### config.mk
export PLATFORM = sky130hd
export DESIGN_NAME = scan_addr_gen
export DESIGN_NICKNAME = d
export VERILOG_FILES = /design/src/rtl/scan_addr_pkg.sv /design/src/rtl/count_stage.sv /design/src/rtl/addr_mux.sv /design/src/rtl/scan_addr_gen.sv
export SDC_FILE = /design/constraint.sdc
export NUM_CORES = 1
export LEC_CHECK = 0
export BUFFER_PORTS_ARGS = -buffer_cell sky130_fd_sc_hd__buf_2
export CORE_MARGIN = 8
export CORE_UTILIZATION = 40
export CTS_BUF_LIST = sky130_fd_sc_hd__clkbuf_2 sky130_fd_sc_hd__clkbuf_4 sky130_fd_sc_hd__clkbuf_8
export DETAILED_ROUTE_END_ITERATION = 8
export GPL_ROUTABILITY_DRIVEN = 0
export PLACE_DENSITY_LB_ADDON = 0.3
export SLEW_MARGIN = 10
export SYNTH_ARGS = -nofsm -noshare
export SYNTH_HDL_FRONTEND = slang
export SYNTH_SLANG_ARGS = --single-unit
export TNS_END_PERCENT = 10
### constraint.sdc
create_clock -name clk -period 1.25 [get_ports clk]
set_input_delay 0.0625 -clock clk [delete_from_list [all_inputs] [get_ports clk]]
set_output_delay 0.0625 -clock clk [all_outputs]
set_load 0.05 [all_outputs]
### src/rtl/scan_addr_pkg.sv
package scan_addr_pkg;

    localparam int unsigned DEF_CNT_W   = 11;
    localparam int unsigned DEF_STAGE_W = 4;

    typedef enum logic {
        SRC_CPU = 1'b0,
        SRC_CNT = 1'b1
    } addr_src_e;

endpackage

### src/rtl/count_stage.sv
module count_stage #(
    parameter int unsigned W = 4
) (
    input  logic         clk,
    input  logic         rst_n,
    input  logic         clr,
    input  logic         carry_in,
    output logic [W-1:0] val,
    output logic         full,
    output logic         carry_out
);

    typedef struct packed {
        logic [W-1:0] val;
    } stage_t;

    stage_t st_d;
    stage_t st_q;

    // next-state: clear wins over advance
    always_comb begin
        st_d = st_q;
        if (clr) begin
            st_d.val = '0;
        end else if (carry_in) begin
            st_d.val = st_q.val + W'(1);
        end
    end

    always_ff @(posedge clk or negedge rst_n) begin
        if (!rst_n) begin
            st_q <= '0;
        end else begin
            st_q <= st_d;
        end
    end

    assign val       = st_q.val;
    assign full      = &st_q.val;
    assign carry_out = carry_in & full;

endmodule

### src/rtl/addr_mux.sv
module addr_mux
    import scan_addr_pkg::*;
#(
    parameter int unsigned W = 11
) (
    input  logic         sel,
    input  logic         env,
    input  logic [W-1:0] cnt,
    input  logic [W-1:0] cpu,
    output logic [W-1:0] addr
);

    localparam logic [W-1:0] LSB_MASK = W'(1);

    addr_src_e    src;
    logic [W-1:0] cnt_path;

    always_comb begin
        src      = addr_src_e'(sel);
        cnt_path = env ? (cnt ^ LSB_MASK) : cnt;
        case (src)
            SRC_CNT: addr = cnt_path;
            default: addr = cpu;
        endcase
    end

endmodule

### src/rtl/scan_addr_gen.sv
module scan_addr_gen
    import scan_addr_pkg::*;
#(
    parameter int unsigned CNT_W   = DEF_CNT_W,
    parameter int unsigned STAGE_W = DEF_STAGE_W
) (
    input  logic             clk,
    input  logic             rst_n,
    input  logic             cnt_clr,
    input  logic             cnt_step,
    input  logic             cnt_sel,
    input  logic             env_mode,
    input  logic [CNT_W-1:0] cpu_addr,
    output logic [CNT_W-1:0] ram_addr,
    output logic [CNT_W-1:0] cnt_val,
    output logic             lo_max
);

    localparam int unsigned NUM_STG = (CNT_W + STAGE_W - 1) / STAGE_W;
    localparam int unsigned LAST_W  = CNT_W - STAGE_W * (NUM_STG - 1);

    logic [NUM_STG:0]   carry;
    logic [NUM_STG-1:0] full;

    assign carry[0] = cnt_step;

    for (genvar i = 0; i < NUM_STG; i++) begin : g_stage
        localparam int unsigned SW = (i == NUM_STG - 1) ? LAST_W : STAGE_W;
        count_stage #(
            .W (SW)
        ) stage_i (
            .clk       (clk),
            .rst_n     (rst_n),
            .clr       (cnt_clr),
            .carry_in  (carry[i]),
            .val       (cnt_val[i*STAGE_W +: SW]),
            .full      (full[i]),
            .carry_out (carry[i+1])
        );
    end

    assign lo_max = full[0];

    addr_mux #(
        .W (CNT_W)
    ) mux_i (
        .sel  (cnt_sel),
        .env  (env_mode),
        .cnt  (cnt_val),
        .cpu  (cpu_addr),
        .addr (ram_addr)
    );

endmodule

==> results.cfg, run 1 <==
[cts]
clock_sinks = 11
cts_tree = yes
clk_latency_ps = 270
cts_root_buf = clkbuf_4
clkTransAtPathRegs_ps = 70
clk_path_buf_depth = 2
cts_buffers = 3
ctsHtreeMaxLevel = 1

[pwr]
cellPowerDensity_nw_per_um2 = 786
ir_drop_uv = 530
power.leakage_nw = 0.593

[floorplan]
die_area_um2 = 3270
rows = 15
io_pins = 40
die_h_um = 57.2
initial_core_util_pct = 41.1
coreArea_um2 = 1650
die_w_um = 57.2

[synth]
ys_seq_area_share_pct = 40.5
synth_seq_cells = 11
synthAdderAreaFrac_pct = 5.52
ys.flop_type = dfrtp_1
synth_edf_count = 0
syn_inst = 66
yosysTopAreaCell = dfrtp_1
synthDistinctLibCells = 21
synth.area.top_cells = dfrtp_1 41%, mux2_2 17%, ha_1 5.5%
yosys_warnings = 0
synth_area_um2 = 679
yosys.area_share.simple_pct = 14.9
synth_most_common_cell = dfrtp_1
async_reset_ff_share_pct = 100
synthMuxAreaShare_pct = 21.0
yosys-top-cells-count = 11 x dfrtp_1, 10 x mux2_2, 8 x nor2_1, 5 x a21oi_1
synth_top_family_by_area = multiplexers
synth_compound_area_share_pct = 7.00
syn_area_per_cell_um2 = 10.3
netlist.area_leader.share_pct = 40.5
synth_nets = 86
synthXorXnorAreaFrac_pct = 6.45

[drt]
routed_wl_um = 2180
drc = 0
ant_nets = 0
drt_iter0_markers = 15
vias = 730
avgRoutedWirePerCell_um = 15.4
viasPerCell = 5.18
firstDrtPassIters = 4

[job]
drv_cap = 0

[sta]
worstMarginPinSlew_ps = 277
clock_skew_ps = 4.99
layout_setup_ws_ps = -190
report.final.slew_viol_count = 0
fin_crit_ps = 1440
fin_crit_sh_pct = 115
max-slew-margin-rel_pct = 81.5
rsz0062_at_grt = true
fmax_ghz = 0.694
hold_viol = 0
setup_tns_ps = -1550
setup_viol = 19

[hold_path]
hold_path_end = g_stage[2].stage_i.val[2]$_DFFE_PN0P_
min_path_cells = 2
hp-start = cnt_clr
hp-class = input port to flop

[global_route]
antenna_found_initial = 0
gr-usage-met1_pct = 13.4
overflow = 0
grt_util_all_layers_pct = 13.2
grt_max_degree = 13
first_global_vias = 775
use_met2_pct = 23.4
grtUsageMet3_pct = 3.77
grt.busiest_layer = met2
grt_pass1_wl_um = 3520

[placement]
place_ws_ps = -134
place_hpwl_um = 1570
port_buffers = 39

[worst_setup_path]
reg2reg_to = g_stage[2].stage_i.val[2]$_DFFE_PN0P_
critPathTopFamily = simple AND/OR/NAND/NOR gates
path_buf_inv = 0
worst-setup-path-type = flop to flop
end_kind = flop
cpPeakStageDelay_ps = 540
r2r_cells = 4
crit_path_top_delay_cell = or4_4
crit_required_ps = 1460
crit_fanout = 5
setup.worst_path.start_class = flop
critPathArrivalTime_ps = 1650
r2r_slack_ps = -190
worstPathCellList = ha_4 -> nand4_1 -> or4_4 -> a21oi_2
r2r_start = g_stage[0].stage_i.val[1]$_DFFE_PN0P_

[cells_and_area]
largest_reg_flops = 11
n_fill_cell = 122
areaGrowthSynthToFinish_pct = 72.9
drive_above_1_share_pct = 70.2
final_nets = 145
diodes = 0

[run_status]
outcome = finished with violations
violations = negative setup slack
[area by class of cell]
class	count	area (um2)	share of cell area (%)
Tap cell	17	21.3	1.81
Multi-Input combinational cell	50	419	35.7
Clock buffer	4	30.0	2.56
Inverter	2	7.51	0.639
Sequential cell	11	285	24.3
Timing Repair Buffer	57	412	35.0
[metal layers]
metal / part of all wire [%] / vias up / wire length (um)
li1: - / 349 / -
met1: 36 / 353 / 793
met2: 55 / 21 / 1200
met3: 5.8 / 7 / 127
met4: 2.3 / 0 / 51
met5: 0 / - / 0
[worst reg2reg max path: cells and delay by family (launching register included)]
| family | cells | cell delay (ps) |
|---|---|---|
| DFF | 1 | 390 |
| and+or+nand+nor | 2 | 720 |
| AOI/OAI and AO/OA | 1 | 140 |
| adders and majority gates | 1 | 140 |
[logic make-up after synthesis]
kind of cell,after synthesis
simple gates,20
mux,13
flops,11
compound gates,9
xor+xnor,5
buf+inv,5
fa+ha+maj,3
[worst max-delay path by stage]
stage	from	end	slack, ps	cells after the start
floorplan	g_stage[0].stage_i.val[0]$_DFFE_PN0P_	g_stage[2].stage_i.val[2]$_DFFE_PN0P_	-270	4
global placement	g_stage[0].stage_i.val[1]$_DFFE_PN0P_	g_stage[2].stage_i.val[2]$_DFFE_PN0P_	-110	4
detailed placement	g_stage[0].stage_i.val[1]$_DFFE_PN0P_	g_stage[2].stage_i.val[2]$_DFFE_PN0P_	-130	4
CTS	g_stage[0].stage_i.val[1]$_DFFE_PN0P_	g_stage[2].stage_i.val[2]$_DFFE_PN0P_	-120	4
global route	g_stage[0].stage_i.val[1]$_DFFE_PN0P_	g_stage[1].stage_i.val[2]$_DFFE_PN0P_	-260	5
finish	g_stage[0].stage_i.val[1]$_DFFE_PN0P_	g_stage[2].stage_i.val[2]$_DFFE_PN0P_	-190	4
[cells in the final DEF, fill, tap and decap left out, types with 2 or more instances in the layout]
cell / Yosys / routed
dfrtp_1: 11 / 3
buf_4: 1 / 16
dfrtp_2: 0 / 8
buf_2: 1 / 27
xor2_1: 3 / 3
or3_4: 0 / 2
nor2_1: 8 / 8
mux2i_1: 3 / 3
buf_6: 1 / 13
o21ai_0: 3 / 3
mux2_2: 10 / 10
nand2b_1: 2 / 2
a21oi_2: 0 / 4
clkbuf_4: 0 / 4
nand3_1: 2 / 2
nand4_1: 2 / 2
ha_1: 3 / 2
xnor2_1: 2 / 2
inv_1: 2 / 2
[where the power goes]
part / internal, mW / total, mW / switching (mW) / leakage (nW)
clock: 0.145 / 0.268 / 0.122 / 0.0184
combinational: 0.111 / 0.285 / 0.174 / 0.435
sequential: 0.363 / 0.370 / 0.00671 / 0.139
[per-stage QoR]
stage	area, um2	cells	utilization (%)	total power [mW]	hold slack, ps
finish	1170	141	71.1	0.923	106
CTS	1140	140	68.9	0.931	96.8
global placement	1010	134	61.2	0.623	-55.9
detailed placement	1010	134	61.2	0.628	-55.4
global route	1170	141	71.1	0.955	133
floorplan	706	66	-	0.547	-233
[timing repair]
item / 4_1_cts / 5_1_grt
pin swaps: 2 / 1
gates resized for setup: 25 / 7
setup buffers: 1 / 1
hold buffers: 1 / 0
gates cloned: 0 / 0
endpoints found under the hold margin: 11 / 0
setup endpoints to repair: 17 / 19
Power figures use the tool's default switching activity.
==> inputs of run 2 (changes only) <==
--- a/config.mk
+++ b/config.mk
@@ -5,7 +5,7 @@
 export SDC_FILE = /design/constraint.sdc
 export NUM_CORES = 1
 export LEC_CHECK = 0
-export BUFFER_PORTS_ARGS = -buffer_cell sky130_fd_sc_hd__buf_2
+export BUFFER_PORTS_ARGS = -buffer_cell sky130_fd_sc_hd__clkbuf_2
 export CORE_MARGIN = 8
 export CORE_UTILIZATION = 40
 export CTS_BUF_LIST = sky130_fd_sc_hd__clkbuf_2 sky130_fd_sc_hd__clkbuf_4 sky130_fd_sc_hd__clkbuf_8
==> run 2 against run 1 <==
  * The flow still finishes with violations (negative setup slack)
  * Design area is 5.9% higher
  * Sequential cell count stayed put
  * Global-route usage is 0.46 points lower
  * Die area stayed put
  * Register-to-register slack better by 70 ps
  * Worst hold slack better by 4.0 ps
  * Clock power is 3% higher
  * Sequential power hardly changed
  * Via count is 1.4% higher
  * Critical path depth stayed put
==> results.cfg, run 2 (synthesized netlist as in run 1, its figures left out) <==
[placement]
place_hpwl_um = 1550
port_buffers = 39
dpl.cell_count = 133

[drt]
ant_nets = 0
drt_iter0_markers = 15
vias = 740
viasPerCell = 5.36
routed_wl_um = 2150
avgRoutedWirePerCell_um = 15.6
drc = 0
firstDrtPassIters = 4

[global_route]
grt_pass1_wl_um = 3350
first_global_vias = 756
antenna_found_initial = 0
grt_util_all_layers_pct = 12.7
grt_max_degree = 13
overflow = 0

[cts]
clkTransAtPathRegs_ps = 80
cts_buffers = 3
clk_path_buf_depth = 2
ctsHtreeMaxLevel = 1
clk_latency_ps = 280
cts_root_buf = clkbuf_4
clock_sinks = 11
cts_tree = yes
post_cts_buffers = 0

[worst_setup_path]
reg2reg_to = g_stage[2].stage_i.val[2]$_DFFE_PN0P_
r2r_cells = 4
r2r_slack_ps = -120
critPathArrivalTime_ps = 1560
r2r_start = g_stage[0].stage_i.val[0]$_DFFE_PN0P_
end_kind = flop
setup.worst_path.start_class = flop
worstPathCellList = ha_4 -> nand4_1 -> or4_1 -> a21oi_1
crit_start = g_stage[0].stage_i.val[0]$_DFFE_PN0P_
crit_fanout = 2
cpPeakStageDelay_ps = 490
worst-setup-path-type = flop to flop
crit_path_top_delay_cell = or4_1
crit_required_ps = 1440

[sta]
setup_tns_ps = -989
hold_viol = 0
worstMarginPinSlew_ps = 411
rsz0062_at_grt = true
clock_skew_ps = 7.60
fmax_ghz = 0.728
report.final.slew_viol_count = 0
fin_crit_sh_pct = 110
fin_crit_ps = 1370
max-slew-margin-rel_pct = 72.6
setup_viol = 15
layout_setup_ws_ps = -123

[run_status]
outcome = finished with violations
violations = negative setup slack

[cells_and_area]
largest_reg_flops = 11
diodes = 0
final_cell_count_no_fill = 138
areaGrowthSynthToFinish_pct = 83.1
drive_above_1_share_pct = 65.3
layout_commonest_cell = clkbuf_2
final_nets = 142
final_cell_mix = 27 x clkbuf_2, 10 x buf_8, 10 x buf_6

[pwr]
ir_drop_uv = 439
cellPowerDensity_nw_per_um2 = 776
power.leakage_nw = 0.618
power_mw = 0.966

[job]
drv_cap = 0

[floorplan]
initial_core_util_pct = 41.1
rows = 15
die_h_um = 57.2
die_w_um = 57.2
io_pins = 40
die_area_um2 = 3270
coreArea_um2 = 1650

[hold_path]
hp-class = input port to flop
min_path_cells = 2
hold_path_end = g_stage[1].stage_i.val[2]$_DFFE_PN0P_
hp-start = cnt_clr
## run 2: cell types whose count changed in the layout (fill, tap and decap cells not counted), moves of 8 or more
cell	change
buf_8	+10
clkbuf_2	+27
buf_4	-11
buf_2	-27
mux2_4	+8
mux2_2	-8
## run 2: through the flow
stage                     setup slack [ps]  util, %  hold slack, ps  cell area, um2
after global placement               -33.1     60.8           -46.9            1000
after detailed placement             -94.7     60.8           -46.7            1000
final                                 -123     75.3             110            1240
after CTS                             -109     73.0             115            1200
after global routing                  -156     75.3             142            1240
after floorplan                       -270        -            -233             706
## run 2: final cells by class
type                            count  area [um2]
Multi-Input combinational cell     50         429
Timing Repair Buffer               54         470
Tap cell                           17        21.3
Clock buffer                        4        30.0
Inverter                            2        7.51
Sequential cell                    11         285
Fill cell                         113         408
## run 2: worst max path at each step
stage	end	depth (start not counted)
6_report	g_stage[2].stage_i.val[2]$_DFFE_PN0P_	4
5_1_grt	g_stage[2].stage_i.val[0]$_DFFE_PN0P_	5
4_1_cts	g_stage[2].stage_i.val[0]$_DFFE_PN0P_	5
3_5_place_dp	g_stage[2].stage_i.val[0]$_DFFE_PN0P_	5
3_3_place_gp	g_stage[2].stage_i.val[0]$_DFFE_PN0P_	5
2_1_floorplan	g_stage[2].stage_i.val[2]$_DFFE_PN0P_	4
## run 2: where the power goes
part	switching [mW]	total (mW)	internal (mW)
combinational	0.181	0.319	0.138
sequential	0.00745	0.371	0.363
clock	0.131	0.276	0.145
total	0.319	0.966	0.646
## run 2: routing by layer
layer	part of all wire, %	wire length [um]	up-vias	GRT usage (%)
met4	2.2	47	0	7.05
li1	-	-	349	-
met3	5.7	123	8	3.99
met1	38	808	350	12.5
met5	0	0	-	0
met2	54	1170	33	22.8
## run 2: worst max-delay path, delay by kind of cell (launching register included)
| family | cells | cell delay, ps |
|---|---|---|
| AOI/OAI and AO/OA | 1 | 160 |
| adders and majority gates | 1 | 150 |
| DFF | 1 | 400 |
| and+or+nand+nor | 2 | 590 |
## run 2: what timing repair did
action,CTS,global route
gates resized for setup,37,18
hold buffers,1,0
pin swaps,3,1
setup endpoints to repair,18,18
hold endpoints to repair,11,0
==> inputs of run 3 (changes only) <==
--- a/config.mk
+++ b/config.mk
@@ -11,7 +11,7 @@
 export CTS_BUF_LIST = sky130_fd_sc_hd__clkbuf_2 sky130_fd_sc_hd__clkbuf_4 sky130_fd_sc_hd__clkbuf_8
 export DETAILED_ROUTE_END_ITERATION = 8
 export GPL_ROUTABILITY_DRIVEN = 0
-export PLACE_DENSITY_LB_ADDON = 0.3
+export PLACE_DENSITY = 0.86
 export SLEW_MARGIN = 10
 export SYNTH_ARGS = -nofsm -noshare
 export SYNTH_HDL_FRONTEND = slang
==> run 3 against run 2 <==
  * The run still ends with negative setup slack left
  * Utilization is 0.15 points higher
  * First-iteration DRC count is 47% lower
  * Fmax is 0.20% higher
  * Clock power is 1% lower
  * Worst hold slack worse by 3.1 ps
  * Clock skew is 6.4 ps lower
  * Register-to-register slack hardly changed
  * Critical path type unchanged
  * Largest cell class unchanged
  * Largest power group unchanged
  * Highest routed layer unchanged
==> results.cfg, run 3 (synthesized netlist as in run 1, its figures left out) <==
[drt]
avgRoutedWirePerCell_um = 16.6
routed_wl_um = 2290
vias = 703
ant_nets = 0
firstDrtPassIters = 4
drc = 0
viasPerCell = 5.09
drt_iter0_markers = 8

[sta]
report.final.slew_viol_count = 0
fmax_ghz = 0.730
layout_setup_ws_ps = -121
hold_ws_ps = 107
worstMarginPinSlew_ps = 430
max-slew-margin-rel_pct = 71.4
setup_viol = 16
clock_skew_ps = 1.17
hold_viol = 0
fin_crit_ps = 1370
rsz0062_at_grt = true
fin_crit_sh_pct = 110
setup_tns_ps = -1020

[worst_setup_path]
crit_fanout = 6
end_kind = flop
path_buf_inv = 1
cp.depth = 5
worstPathCellList = ha_4 -> nand4_1 -> buf_4 -> or3_1 -> a21oi_1
crit_required_ps = 1450
r2r_start = g_stage[0].stage_i.val[0]$_DFFE_PN0P_
r2r_slack_ps = -120
cpPeakStageDelay_ps = 400
crit_path_top_delay_cell = dfrtp_2
critPathArrivalTime_ps = 1570
r2r_cells = 5
reg2reg_to = g_stage[1].stage_i.val[3]$_DFFE_PN0P_
setup.worst_path.start_class = flop
worst-setup-path-type = flop to flop
critPathTopFamily = simple AND/OR/NAND/NOR gates

[cts]
clock_sinks = 11
cts_root_buf = clkbuf_4
clkTransAtPathRegs_ps = 70
clk_path_buf_depth = 2
cts_tree = yes
ctsHtreeMaxLevel = 1
clk_latency_ps = 270
cts_buffers = 3

[pwr]
seqPwrFrac_pct = 38.2
p_clk_share_pct = 27.9
ir_drop_uv = 509
power_mw = 0.973
p_int_mw = 0.654
cellPowerDensity_nw_per_um2 = 781
switching_share_pct = 32.8
power.leakage_nw = 0.627
p_switching_mw = 0.319
p_comb_share_pct = 33.9

[hold_path]
hp-class = input port to flop
hp-start = cnt_clr
hold_path_end = g_stage[2].stage_i.val[0]$_DFFE_PN0P_
min_path_cells = 2

[cells_and_area]
multiInputGateArea_um2 = 442
largest_reg_flops = 11
drive_above_1_share_pct = 66.1
areaGrowthSynthToFinish_pct = 83.4
layout_commonest_cell = clkbuf_2
final_cell_mix = 27 x clkbuf_2, 12 x buf_8, 10 x mux2_4, 8 x dfrtp_2, 8 x buf_6
final_cell_count_no_fill = 138
n_fill_cell = 107
final_area_um2 = 1250
diodes = 0
fin_util_pct = 75.5
area.sequential_um2 = 285
final_nets = 142

[floorplan]
die_h_um = 57.2
coreArea_um2 = 1650
rows = 15
initial_core_util_pct = 41.1
io_pins = 40
die_area_um2 = 3270
die_w_um = 57.2

[run_status]
violations = negative setup slack
outcome = finished with violations

[global_route]
overflow = 0
grt_max_degree = 13
grt_util_all_layers_pct = 13.9
grt_pass1_wl_um = 3630
antenna_found_initial = 0
first_global_vias = 746

[placement]
port_buffers = 39
dpl.cell_count = 133
place_hpwl_um = 1620
dpl_cell_area_um2 = 1000
place_ws_ps = -119

[job]
drv_cap = 0
-- run 3: cell count changes in the layout (fill, tap and decap cells not counted), sizes merged --
cell	previous run	this run
buf	25	26
clkbuf	32	31
-- run 3: metal layers --
| layer | vias to the layer above | wire length (um) | track usage [%] | share of wire (%) |
|---|---|---|---|---|
| li1 | 346 | - | - | - |
| met1 | 324 | 904 | 14.5 | 39 |
| met2 | 29 | 1190 | 24.3 | 52 |
| met3 | 4 | 171 | 5.32 | 7.5 |
| met4 | 0 | 24 | 5.03 | 1.0 |
| met5 | - | 0 | 0 | 0 |
-- run 3: power groups by stage --
stage	combinational [mW]	clock, mW	sequential, mW
finish	0.330	0.272	0.372
global route	0.347	0.299	0.372
CTS	0.302	0.277	0.371
detailed placement	0.250	0	0.378
global placement	0.245	0	0.377
floorplan	0.142	0	0.406
-- run 3: layout make-up --
cell class              count  share of cell area (%)
repair buffers             54                    36.9
well taps                  17                    1.71
clock buffers               4                    2.41
multi-input cells          50                    35.4
flip-flops and latches     11                    22.9
inverters                   2                   0.602
-- run 3: worst max path at each step --
stage | from | to | slack [ps]
after global routing | g_stage[1].stage_i.val[0]$_DFFE_PN0P_ | g_stage[2].stage_i.val[2]$_DFFE_PN0P_ | -220
after global placement | g_stage[0].stage_i.val[1]$_DFFE_PN0P_ | g_stage[1].stage_i.val[3]$_DFFE_PN0P_ | -50
final | g_stage[0].stage_i.val[0]$_DFFE_PN0P_ | g_stage[1].stage_i.val[3]$_DFFE_PN0P_ | -120
after detailed placement | g_stage[0].stage_i.val[1]$_DFFE_PN0P_ | g_stage[1].stage_i.val[3]$_DFFE_PN0P_ | -120
after floorplan | g_stage[0].stage_i.val[0]$_DFFE_PN0P_ | g_stage[2].stage_i.val[2]$_DFFE_PN0P_ | -270
after CTS | g_stage[0].stage_i.val[0]$_DFFE_PN0P_ | g_stage[1].stage_i.val[3]$_DFFE_PN0P_ | -130
-- run 3: worst register-to-register path: cells and delay by family, from the launching register on --
kind	cells	cell delay, ps
adders and majority gates	1	130
and+or+nand+nor	2	460
AOI/OAI and AO/OA	1	130
buffers and inverters	1	180
DFF	1	400
-- run 3: what timing repair did --
item | in CTS | in global routing
setup buffers | 0 | 0
cloned | 0 | 0
pin swaps | 4 | 0
endpoints found under the setup margin | 17 | 19
endpoints found under the hold margin | 11 | 0
resized for setup | 38 | 19
hold buffers | 1 | 0
